**config.mk**
```make
export PLATFORM = sky130hd
export DESIGN_NAME = isp_guard
export DESIGN_NICKNAME = d
export VERILOG_FILES = /design/src/rtl/isp_guard_pkg.sv /design/src/rtl/isp_guard_unlock.sv /design/src/rtl/isp_guard_mode.sv /design/src/rtl/isp_guard_progregs.sv /design/src/rtl/isp_guard.sv
export SDC_FILE = /design/constraint.sdc
export NUM_CORES = 1
export LEC_CHECK = 0
export ABC_AREA = 1
export ABC_CLOCK_PERIOD_IN_PS = 1600
export BUFFER_PORTS_ARGS = -buffer_cell sky130_fd_sc_hd__buf_2
export CAP_MARGIN = 20
export CORE_MARGIN = 5
export CORE_UTILIZATION = 40
export CTS_CLUSTER_SIZE = 28
export DETAILED_ROUTE_END_ITERATION = 6
export MAX_ROUTING_LAYER = met4
export PLACE_DENSITY = 0.71
export SLEW_MARGIN = 20
export SYNTH_ARGS = -nofsm -noshare
export SYNTH_HDL_FRONTEND = slang
export SYNTH_SLANG_ARGS = --single-unit
```
**constraint.sdc**
```tcl
create_clock -name clk -period 1.6 [get_ports clk]
set_input_delay 0.32 -clock clk [delete_from_list [all_inputs] [get_ports clk]]
set_output_delay 0.32 -clock clk [all_outputs]
set_load 0.02 [all_outputs]
```
**src/rtl/isp_guard_pkg.sv**
```systemverilog
package isp_guard_pkg;
  localparam int unsigned DATA_W = 8;
  localparam logic [DATA_W-1:0] KEY_FIRST  = 8'h87;
  localparam logic [DATA_W-1:0] KEY_SECOND = 8'h59;
  localparam logic [DATA_W-1:0] SWRST_MASK = 8'h83;

  typedef enum logic [1:0] {
    KS_LOCKED = 2'd0,
    KS_HALF   = 2'd1,
    KS_OPEN   = 2'd2
  } key_state_t;
endpackage

```
**src/rtl/isp_guard_unlock.sv**
```systemverilog
module isp_guard_unlock
  import isp_guard_pkg::*;
(
  input  logic              clk,
  input  logic              rst,
  input  logic              clr_i,
  input  logic              key_wr_i,
  input  logic [DATA_W-1:0] data_i,
  output logic              open_o
);
  key_state_t state_q;

  always_ff @(posedge clk) begin
    if (rst || clr_i) begin
      state_q <= KS_LOCKED;
    end else if (key_wr_i) begin
      if (state_q == KS_LOCKED && data_i == KEY_FIRST)
        state_q <= KS_HALF;
      else if (state_q == KS_HALF && data_i == KEY_SECOND)
        state_q <= KS_OPEN;
      else
        state_q <= KS_LOCKED;
    end
  end

  assign open_o = (state_q == KS_OPEN);

  p_open_needs_key2_r3: assert property (@(posedge clk) disable iff (rst)
    (state_q == KS_OPEN && $past(state_q) != KS_OPEN)
      |-> $past(key_wr_i && data_i == KEY_SECOND && state_q == KS_HALF));

  p_key_write_leaves_open_r4: assert property (@(posedge clk) disable iff (rst)
    ($past(state_q) == KS_OPEN && $past(key_wr_i)) |-> (state_q == KS_LOCKED));
endmodule

```
**src/rtl/isp_guard_mode.sv**
```systemverilog
module isp_guard_mode
  import isp_guard_pkg::*;
#(
  parameter int unsigned RST_CYCLES = 4
) (
  input  logic              clk,
  input  logic              rst,
  input  logic              ctrl_wr_i,
  input  logic [DATA_W-1:0] data_i,
  input  logic              open_i,
  input  logic              idle_i,
  input  logic              wake_i,
  output logic [DATA_W-1:0] ctrl_o,
  output logic              loader_o,
  output logic              pc_clear_o,
  output logic              cpu_rst_o,
  output logic              swrst_o
);
  localparam int unsigned CNT_W = $clog2(RST_CYCLES + 1);

  logic [DATA_W-1:0] ctrl_q;
  logic              loader_q, pcclr_q, in_idle_q;
  logic [CNT_W-1:0]  cnt_q;
  logic              accept, do_switch;

  assign accept    = ctrl_wr_i && open_i;
  assign swrst_o   = accept && ((data_i & SWRST_MASK) == SWRST_MASK);
  assign do_switch = wake_i && in_idle_q && ctrl_q[0] && !loader_q;

  always_ff @(posedge clk) begin
    if (rst) begin
      ctrl_q    <= '0;
      loader_q  <= 1'b0;
      pcclr_q   <= 1'b0;
      in_idle_q <= 1'b0;
      cnt_q     <= '0;
    end else if (swrst_o) begin
      ctrl_q    <= '0;
      loader_q  <= 1'b0;
      pcclr_q   <= 1'b0;
      in_idle_q <= 1'b0;
      cnt_q     <= CNT_W'(RST_CYCLES);
    end else begin
      if (accept) ctrl_q <= data_i;
      if (wake_i)      in_idle_q <= 1'b0;
      else if (idle_i) in_idle_q <= 1'b1;
      if (do_switch) loader_q <= 1'b1;
      pcclr_q <= do_switch;
      if (cnt_q != '0) cnt_q <= cnt_q - 1'b1;
    end
  end

  assign ctrl_o     = ctrl_q;
  assign loader_o   = loader_q;
  assign pc_clear_o = pcclr_q;
  assign cpu_rst_o  = (cnt_q != '0);

  p_ctrl_guarded_r2: assert property (@(posedge clk) disable iff (rst)
    !$stable(ctrl_q) |-> $past(ctrl_wr_i && open_i));

  p_switch_on_wake_r6: assert property (@(posedge clk) disable iff (rst)
    $rose(loader_q) |-> $past(wake_i));

  p_pcclr_with_switch_r7: assert property (@(posedge clk) disable iff (rst)
    pcclr_q |-> (loader_q && !$past(loader_q)));

  p_reset_in_main_r9: assert property (@(posedge clk) disable iff (rst)
    cpu_rst_o |-> !loader_q);

  p_reset_from_write_r9: assert property (@(posedge clk) disable iff (rst)
    $rose(cpu_rst_o) |-> $past(ctrl_wr_i && open_i));
endmodule

```
**src/rtl/isp_guard_progregs.sv**
```systemverilog
module isp_guard_progregs
  import isp_guard_pkg::*;
(
  input  logic              clk,
  input  logic              rst,
  input  logic              ahi_wr_i,
  input  logic              alo_wr_i,
  input  logic              dat_wr_i,
  input  logic              cmd_wr_i,
  input  logic [DATA_W-1:0] data_i,
  input  logic              isp_i,
  output logic [DATA_W-1:0] ahi_o,
  output logic [DATA_W-1:0] alo_o,
  output logic [DATA_W-1:0] dat_o,
  output logic [DATA_W-1:0] cmd_o,
  output logic              cmd_valid_o
);
  logic valid_q;

  always_ff @(posedge clk) begin
    if (rst) begin
      ahi_o   <= '0;
      alo_o   <= '0;
      dat_o   <= '0;
      cmd_o   <= '0;
      valid_q <= 1'b0;
    end else begin
      if (ahi_wr_i) ahi_o <= data_i;
      if (alo_wr_i) alo_o <= data_i;
      if (dat_wr_i) dat_o <= data_i;
      if (cmd_wr_i) cmd_o <= data_i;
      valid_q <= cmd_wr_i && isp_i;
    end
  end

  assign cmd_valid_o = valid_q;

  p_strobe_only_isp_r8: assert property (@(posedge clk) disable iff (rst)
    valid_q |-> $past(isp_i && cmd_wr_i));
endmodule

```
**src/rtl/isp_guard.sv**
```systemverilog
module isp_guard
  import isp_guard_pkg::*;
#(
  parameter int unsigned ADDR_W     = 8,
  parameter int unsigned RST_CYCLES = 4,
  parameter int unsigned A_CTRL     = 'h9F,
  parameter int unsigned A_KEY      = 'hF6,
  parameter int unsigned A_AHI      = 'h84,
  parameter int unsigned A_ALO      = 'h85,
  parameter int unsigned A_DAT      = 'h8E,
  parameter int unsigned A_CMD      = 'h8F
) (
  input  logic                clk,
  input  logic                rst,
  input  logic                sfr_wr_i,
  input  logic [ADDR_W-1:0]   sfr_wr_addr_i,
  input  logic [DATA_W-1:0]   sfr_wr_data_i,
  input  logic [ADDR_W-1:0]   sfr_rd_addr_i,
  output logic [DATA_W-1:0]   sfr_rd_data_o,
  input  logic                idle_enter_i,
  input  logic                wake_i,
  output logic                loader_bank_o,
  output logic                pc_clear_o,
  output logic                cpu_reset_o,
  output logic                cmd_valid_o,
  output logic [2*DATA_W-1:0] cmd_addr_o,
  output logic [DATA_W-1:0]   cmd_data_o,
  output logic [DATA_W-1:0]   cmd_code_o
);
  localparam logic [ADDR_W-1:0] AC = A_CTRL[ADDR_W-1:0];
  localparam logic [ADDR_W-1:0] AK = A_KEY[ADDR_W-1:0];
  localparam logic [ADDR_W-1:0] AH = A_AHI[ADDR_W-1:0];
  localparam logic [ADDR_W-1:0] AL = A_ALO[ADDR_W-1:0];
  localparam logic [ADDR_W-1:0] AD = A_DAT[ADDR_W-1:0];
  localparam logic [ADDR_W-1:0] AM = A_CMD[ADDR_W-1:0];

  logic              key_open, swrst;
  logic [DATA_W-1:0] ctrl, ahi, alo, dat, cmd;

  isp_guard_unlock u_unlock (
    .clk(clk), .rst(rst), .clr_i(swrst),
    .key_wr_i(sfr_wr_i && sfr_wr_addr_i == AK),
    .data_i(sfr_wr_data_i), .open_o(key_open)
  );

  isp_guard_mode #(.RST_CYCLES(RST_CYCLES)) u_mode (
    .clk(clk), .rst(rst),
    .ctrl_wr_i(sfr_wr_i && sfr_wr_addr_i == AC),
    .data_i(sfr_wr_data_i), .open_i(key_open),
    .idle_i(idle_enter_i), .wake_i(wake_i),
    .ctrl_o(ctrl), .loader_o(loader_bank_o), .pc_clear_o(pc_clear_o),
    .cpu_rst_o(cpu_reset_o), .swrst_o(swrst)
  );

  isp_guard_progregs u_regs (
    .clk(clk), .rst(rst),
    .ahi_wr_i(sfr_wr_i && sfr_wr_addr_i == AH),
    .alo_wr_i(sfr_wr_i && sfr_wr_addr_i == AL),
    .dat_wr_i(sfr_wr_i && sfr_wr_addr_i == AD),
    .cmd_wr_i(sfr_wr_i && sfr_wr_addr_i == AM),
    .data_i(sfr_wr_data_i), .isp_i(loader_bank_o),
    .ahi_o(ahi), .alo_o(alo), .dat_o(dat), .cmd_o(cmd),
    .cmd_valid_o(cmd_valid_o)
  );

  assign cmd_addr_o = {ahi, alo};
  assign cmd_data_o = dat;
  assign cmd_code_o = cmd;

  always_ff @(posedge clk) begin
    if (rst) begin
      sfr_rd_data_o <= '0;
    end else begin
      case (sfr_rd_addr_i)
        AC:      sfr_rd_data_o <= ctrl;
        AH:      sfr_rd_data_o <= ahi;
        AL:      sfr_rd_data_o <= alo;
        AD:      sfr_rd_data_o <= dat;
        AM:      sfr_rd_data_o <= cmd;
        default: sfr_rd_data_o <= '0;
      endcase
    end
  end
endmodule

```
# [After elaboration in Yosys (flattened, before gate mapping)]
# Index checks and enable logic that the tools add are counted.
[word_totals] romBits=0 elab_cells=56 ff_bits=57 latch_bits=0 in_bits=29 memories=0 mem_bits_rw=0
[op_classes] n_reduce_logical=21 bitwise=0 n_div=0 shift=0 magnitude_cmp=0 mul=0 eq_ne=16 addsub=1 muxes=5
[op_table] cell="== test 8 bit, second input constant" count=12
[op_table] cell="one-hot mux 8 bit (5 select lines)" count=1
[op_table] cell="logical AND 1 bit" count=14
[op_table] cell="== test 8 x 7 -> 1 bit, second input constant" count=1
[op_table] cell="two-way mux 3 bit" count=2
[op_table] cell="two-way mux 2 bit" count=2
[op_table] cell="== test 3 bit, second input constant" count=1
[op_table] cell="nonzero test 3 bit" count=1
[op_table] cell="OR reduction 3 bit" count=1
[op_table] cell="subtractor 3 x 1 -> 3 bit, second input constant" count=1
[op_table] cell="== test 2 x 1 -> 1 bit, second input constant" count=1
[op_table] cell="== test 2 bit, second input constant" count=1
[op_table] cell="logical NOT 2 bit" count=1
[op_table] cell="nonzero test 2 bit" count=1
[op_table] cell="OR reduction 2 bit" count=1
[op_table] cell="logical NOT 1 bit" count=1
[op_table] cell="logical OR 1 bit" count=1

# [Depth between registers and ports, before layout]
[logic_depth] ltp_word=5 depth_mapped=9 mapped_depth_nobuf=8

# [By module]
# Synthesis repeated with hierarchy kept, for this count alone.
[unflattened] hier_cells=443 area_unflattened_um2=2925.3
[by_module_without_submodules] mod="isp_guard_progregs" cells_each=183 n_inst=1 area_per_inst_um2=1310.0
[by_module_without_submodules] mod="isp_guard" cells_each=133 n_inst=1 area_per_inst_um2=743.2
[by_module_without_submodules] mod="isp_guard_mode" cells_each=92 n_inst=1 area_per_inst_um2=685.7
[by_module_without_submodules] mod="isp_guard_unlock" cells_each=35 n_inst=1 area_per_inst_um2=186.4

# [Worst setup path after synthesis]
# No wires, ideal clock.
[synth_timing] path_kind="register to output" startpoint="register u_mode.cnt_q[0]" endpoint="output cpu_reset_o" setup_slack_ns=0.309 arrival_time_ns=0.971 stages_incl_launch_ff=5 cell_sequence="dfxtp_1 inv_1 ha_1 ha_1 inv_1"
[synth_between] elab_chain_cells=1
[synth_lines] element="start: declaration" line_no="isp_guard_mode.sv:23" rtl="logic [CNT_W-1:0] cnt_q;"
[synth_lines] element="start signal: assignment" line_no="isp_guard_mode.sv:42" rtl="cnt_q <= CNT_W'(RST_CYCLES);"
[synth_lines] element="start signal: assignment" line_no="isp_guard_mode.sv:49" rtl="if (cnt_q != '0) cnt_q <= cnt_q - 1'b1;"
[synth_lines] element="nonzero test 3 bit" line_no="isp_guard_mode.sv:56" rtl="assign cpu_rst_o = (cnt_q != '0);"
[synth_lines] element="end: declaration" line_no="isp_guard.sv:24" rtl="output logic cpu_reset_o,"
# Every way passes these cells.

# [Worst setup path in the final report]
[layout_timing] startpoint="register u_mode.cnt_q[1]" endpoint="output cpu_reset_o"
# Same word-level chain as after synthesis.

==> summary.txt <==
Yosys
  • Seq cells post-synth: 57
  • Syn. warnings: 0
  • Synth Net Count: 428
  • Mapped cell area: 0.00271 sq mm
  • Post-synthesis cell count: 396
  • Synth unique cells: 27
  • Post-Syn Area per Cell: 6.84 sq um
  • Seq/Total Area, Yosys: 42.1%

Critical path
  • Crit path max-delay cell type: dfxtp_2
  • Crit path kind: reg2out
  • Worst Path Required: 1.28 ns
  • CP Depth: 5
  • Critical Path Source Type: flip-flop
  • Path depth of the worst reg2reg path: 7
  • Top Family by Delay on Critical Path: adder cells
  • Crit path DAT: 1.21 ns
  • Critical path buffer and inverter count: 3
  • Slowest stage delay, CP: 0.33 ns
  • Crit-path cells: inv_2, ha_4, ha_4, inv_2, buf_6
  • Worst-path fanout max: 6
  • Crit. End Element: output pin

STA
  • Tcrit/Tclk final: 95.5%
  • Total Neg Setup Slack: 0 ns
  • Fin crit period: 1.53 ns
  • Tightest Pin Transition: 0.587 ns
  • Fmax: 0.654 GHz
  • RSZ-0062 raised after global routing: no
  • Setup violations, final: 0
  • Final Hold Viols: 0
  • Min Hold Slack: 0.219 ns
  • Fin. max-slew vios: 0
  • Worst-case clock skew: 0.00609 ns
  • Final worst slack: 0.0713 ns
  • Max-slew headroom: 60.8%

CTS
  • Clock Latency Late Sink: 0.34 ns
  • Clk slew on worst S/H paths: 0.07 ns
  • CTS H-Tree Depth: 3
  • Root Driver: clkbuf_8
  • Sink Count: 57
  • CTS Buf Count: 9
  • Cts hold-fix bufs: 0
  • CTS tree: built
  • CTS Buffer Depth: 2

Worst hold path
  • Worst min path class: in2reg
  • Hold path depth: 3

Placed design
  • Final Wtd Congestion: 0.873
  • Pre-CTS setup slack: 0.0625 ns
  • Detailed placement HPWL: 5740 um
  • Placed Area: 0.00318 sq mm
  • Placed cell count: 545
  • I/O Buffers: 72

Drt
  • First DRT Iteration DRCs: 249
  • Routed WL: 7760 um
  • WL per Instance: 13.8 um
  • First-pass detailed-route iteration total: 5
  • DR vias/cell: 5.07
  • Drt drc: 0
  • DR vias: 2849
  • Antenna viol nets, final: 0

Cells and area
  • Post-route cell area: 0.00350 sq mm
  • P&R area growth vs syn: 29.2%
  • Final core utilization: 52.3%
  • Share of post-route cells with drive strength above 1: 25.1%
  • Final nets: 509
  • Non-filler instance count after layout: 562
  • N_diodes: 0

Die
  • Core area: 0.00668 sq mm
  • I/O Pins: 73
  • Number of placement rows: 30
  • Initial Util: 40.5%
  • Die W: 92.3 um
  • Die ar.: 0.00851 sq mm
  • Die Span Y: 92.3 um

Global route
  • Tot GR Track Use: 19.6%
  • Grt ovf: 0
  • Initial antenna violation count: 0
  • Largest net degree at the start of global routing: 33
  • Global-route wire length before repair: 12800 um
  • Vias in the first global route: 2643

Power and ir drop
  • Pleak: 1.71 nW
  • Final Power: 3.88 mW
  • VDD IR-drop max: 0.514 mV
  • Power per Cell Area: 1110 mW/mm^2

Outcome
  • Outcome: finished, final reports clean

Job
  • Max-capacitance violation count: 0
[what timing repair did]
action,4_1_cts,5_1_grt
cloned,0,0
hold endpoints to repair,0,0
gates resized for setup,5,6
setup buffers,1,0
endpoints found under the setup margin,1,1
pin swaps,1,1
[routing by layer]
layer | global-route usage, % | vias to the layer above | part of all wire, %
li1 | - | 1443 | -
met1 | 23.9 | 1264 | 43
met2 | 30.2 | 118 | 47
met3 | 5.41 | 24 | 7.4
met4 | 8.91 | 0 | 2.8
met5 | - | - | 0
[kinds of logic after synthesis]
| logic type | after synthesis | synth area share (%) |
|---|---|---|
| AO/OA/AOI/OAI | 31 | 5.82 |
| buffers and inverters | 51 | 8.04 |
| flip-flops | 57 | 42.1 |
| AND/OR/NAND/NOR | 253 | 42.3 |
| adder cells (fa/ha/maj) | 3 | 1.39 |
| XOR/XNOR | 1 | 0.324 |
[sequential cells by signal, indices dropped and copies added, names as in the netlist, 2 cells and up]
name              count
sfr_rd_data_o         8
u_mode.cnt_q          3
u_mode.ctrl_o         8
u_regs.ahi_o          8
u_regs.alo_o          8
u_regs.cmd_o          8
u_regs.dat_o          8
u_unlock.state_q      2
[final timing paths]
kind / slack, ns / from / end
max reg2reg: 0.37 / u_unlock.state_q[0]$_SDFFE_PP0P_ / u_mode.ctrl_o[6]$_SDFFE_PP0P_
min: 0.22 / idle_enter_i / u_mode.in_idle_q$_SDFFE_PP0P_
max: 0.07 / u_mode.cnt_q[1]$_SDFFE_PP0P_ / cpu_reset_o
min reg2reg: 0.49 / u_mode.loader_o$_SDFFE_PP0P_ / u_regs.cmd_valid_o$_SDFF_PP0_
[layout make-up]
type	instances	area (sq um)
clock buffer	11	151
clock inverter	5	125
fill	683	3180
inverter	39	146
multi-input combinational	288	1380
sequential	57	1140
tap	80	100
timing repair buffer	82	454
[cells in the mapped netlist]
cell type  instances  area, sq um
nand2_2            2         12.5
buf_1              1         3.75
nand3_1           61          305
nand2_1           63          236
inv_2              1         3.75
o21bai_1           1         7.51
o21ai_0           28          140
clkbuf_1           4         15.0
nor2_4             4         45.0
nand4_1            3         18.8
xor2_1             1         8.76
nand3b_1           1         7.51
nand3_2            1         10.0
buf_2              3         15.0
buf_6              2         22.5
nand2_4            1         11.3
nor2_2             3         18.8
ha_1               3         37.5
nor3_1            17         85.1
a21oi_1            2         10.0
nand3b_2           1         11.3
buf_4              2         15.0
nor2_1            94          353
inv_1             38          143
nand3_4            1         17.5
dfxtp_1           57         1140
nand4_2            1         12.5
[layout by cell type, fill, tap and decap left out, types with 3 or more instances in the layout]
| cell | synthesis | layout |
|---|---|---|
| clkbuf_8 | 0 | 11 |
| nand4_1 | 3 | 3 |
| buf_4 | 2 | 9 |
| nor2_4 | 4 | 4 |
| nand2_1 | 63 | 63 |
| nor2_1 | 94 | 93 |
| bufinv_16 | 0 | 4 |
| nor3_1 | 17 | 17 |
| inv_1 | 38 | 35 |
| nand3_1 | 61 | 61 |
| buf_2 | 3 | 71 |
| o21ai_0 | 28 | 28 |
| inv_2 | 1 | 4 |
| nor2_2 | 3 | 4 |
| dfxtp_1 | 57 | 55 |
[where the power goes]
group	total (mW)	leakage (nW)	internal, mW	switching, mW
combinational	0.542	1.11	0.229	0.313
clock	1.86	0.140	1.27	0.581
sequential	1.48	0.460	1.46	0.0223
total	3.88	1.71	2.96	0.917
[worst min-delay path: stages]
cell and delay [ns]:
buf_2 0.07, o21bai_1 0.05, nor2_1 0.08
(Power assumes the default switching activity.)
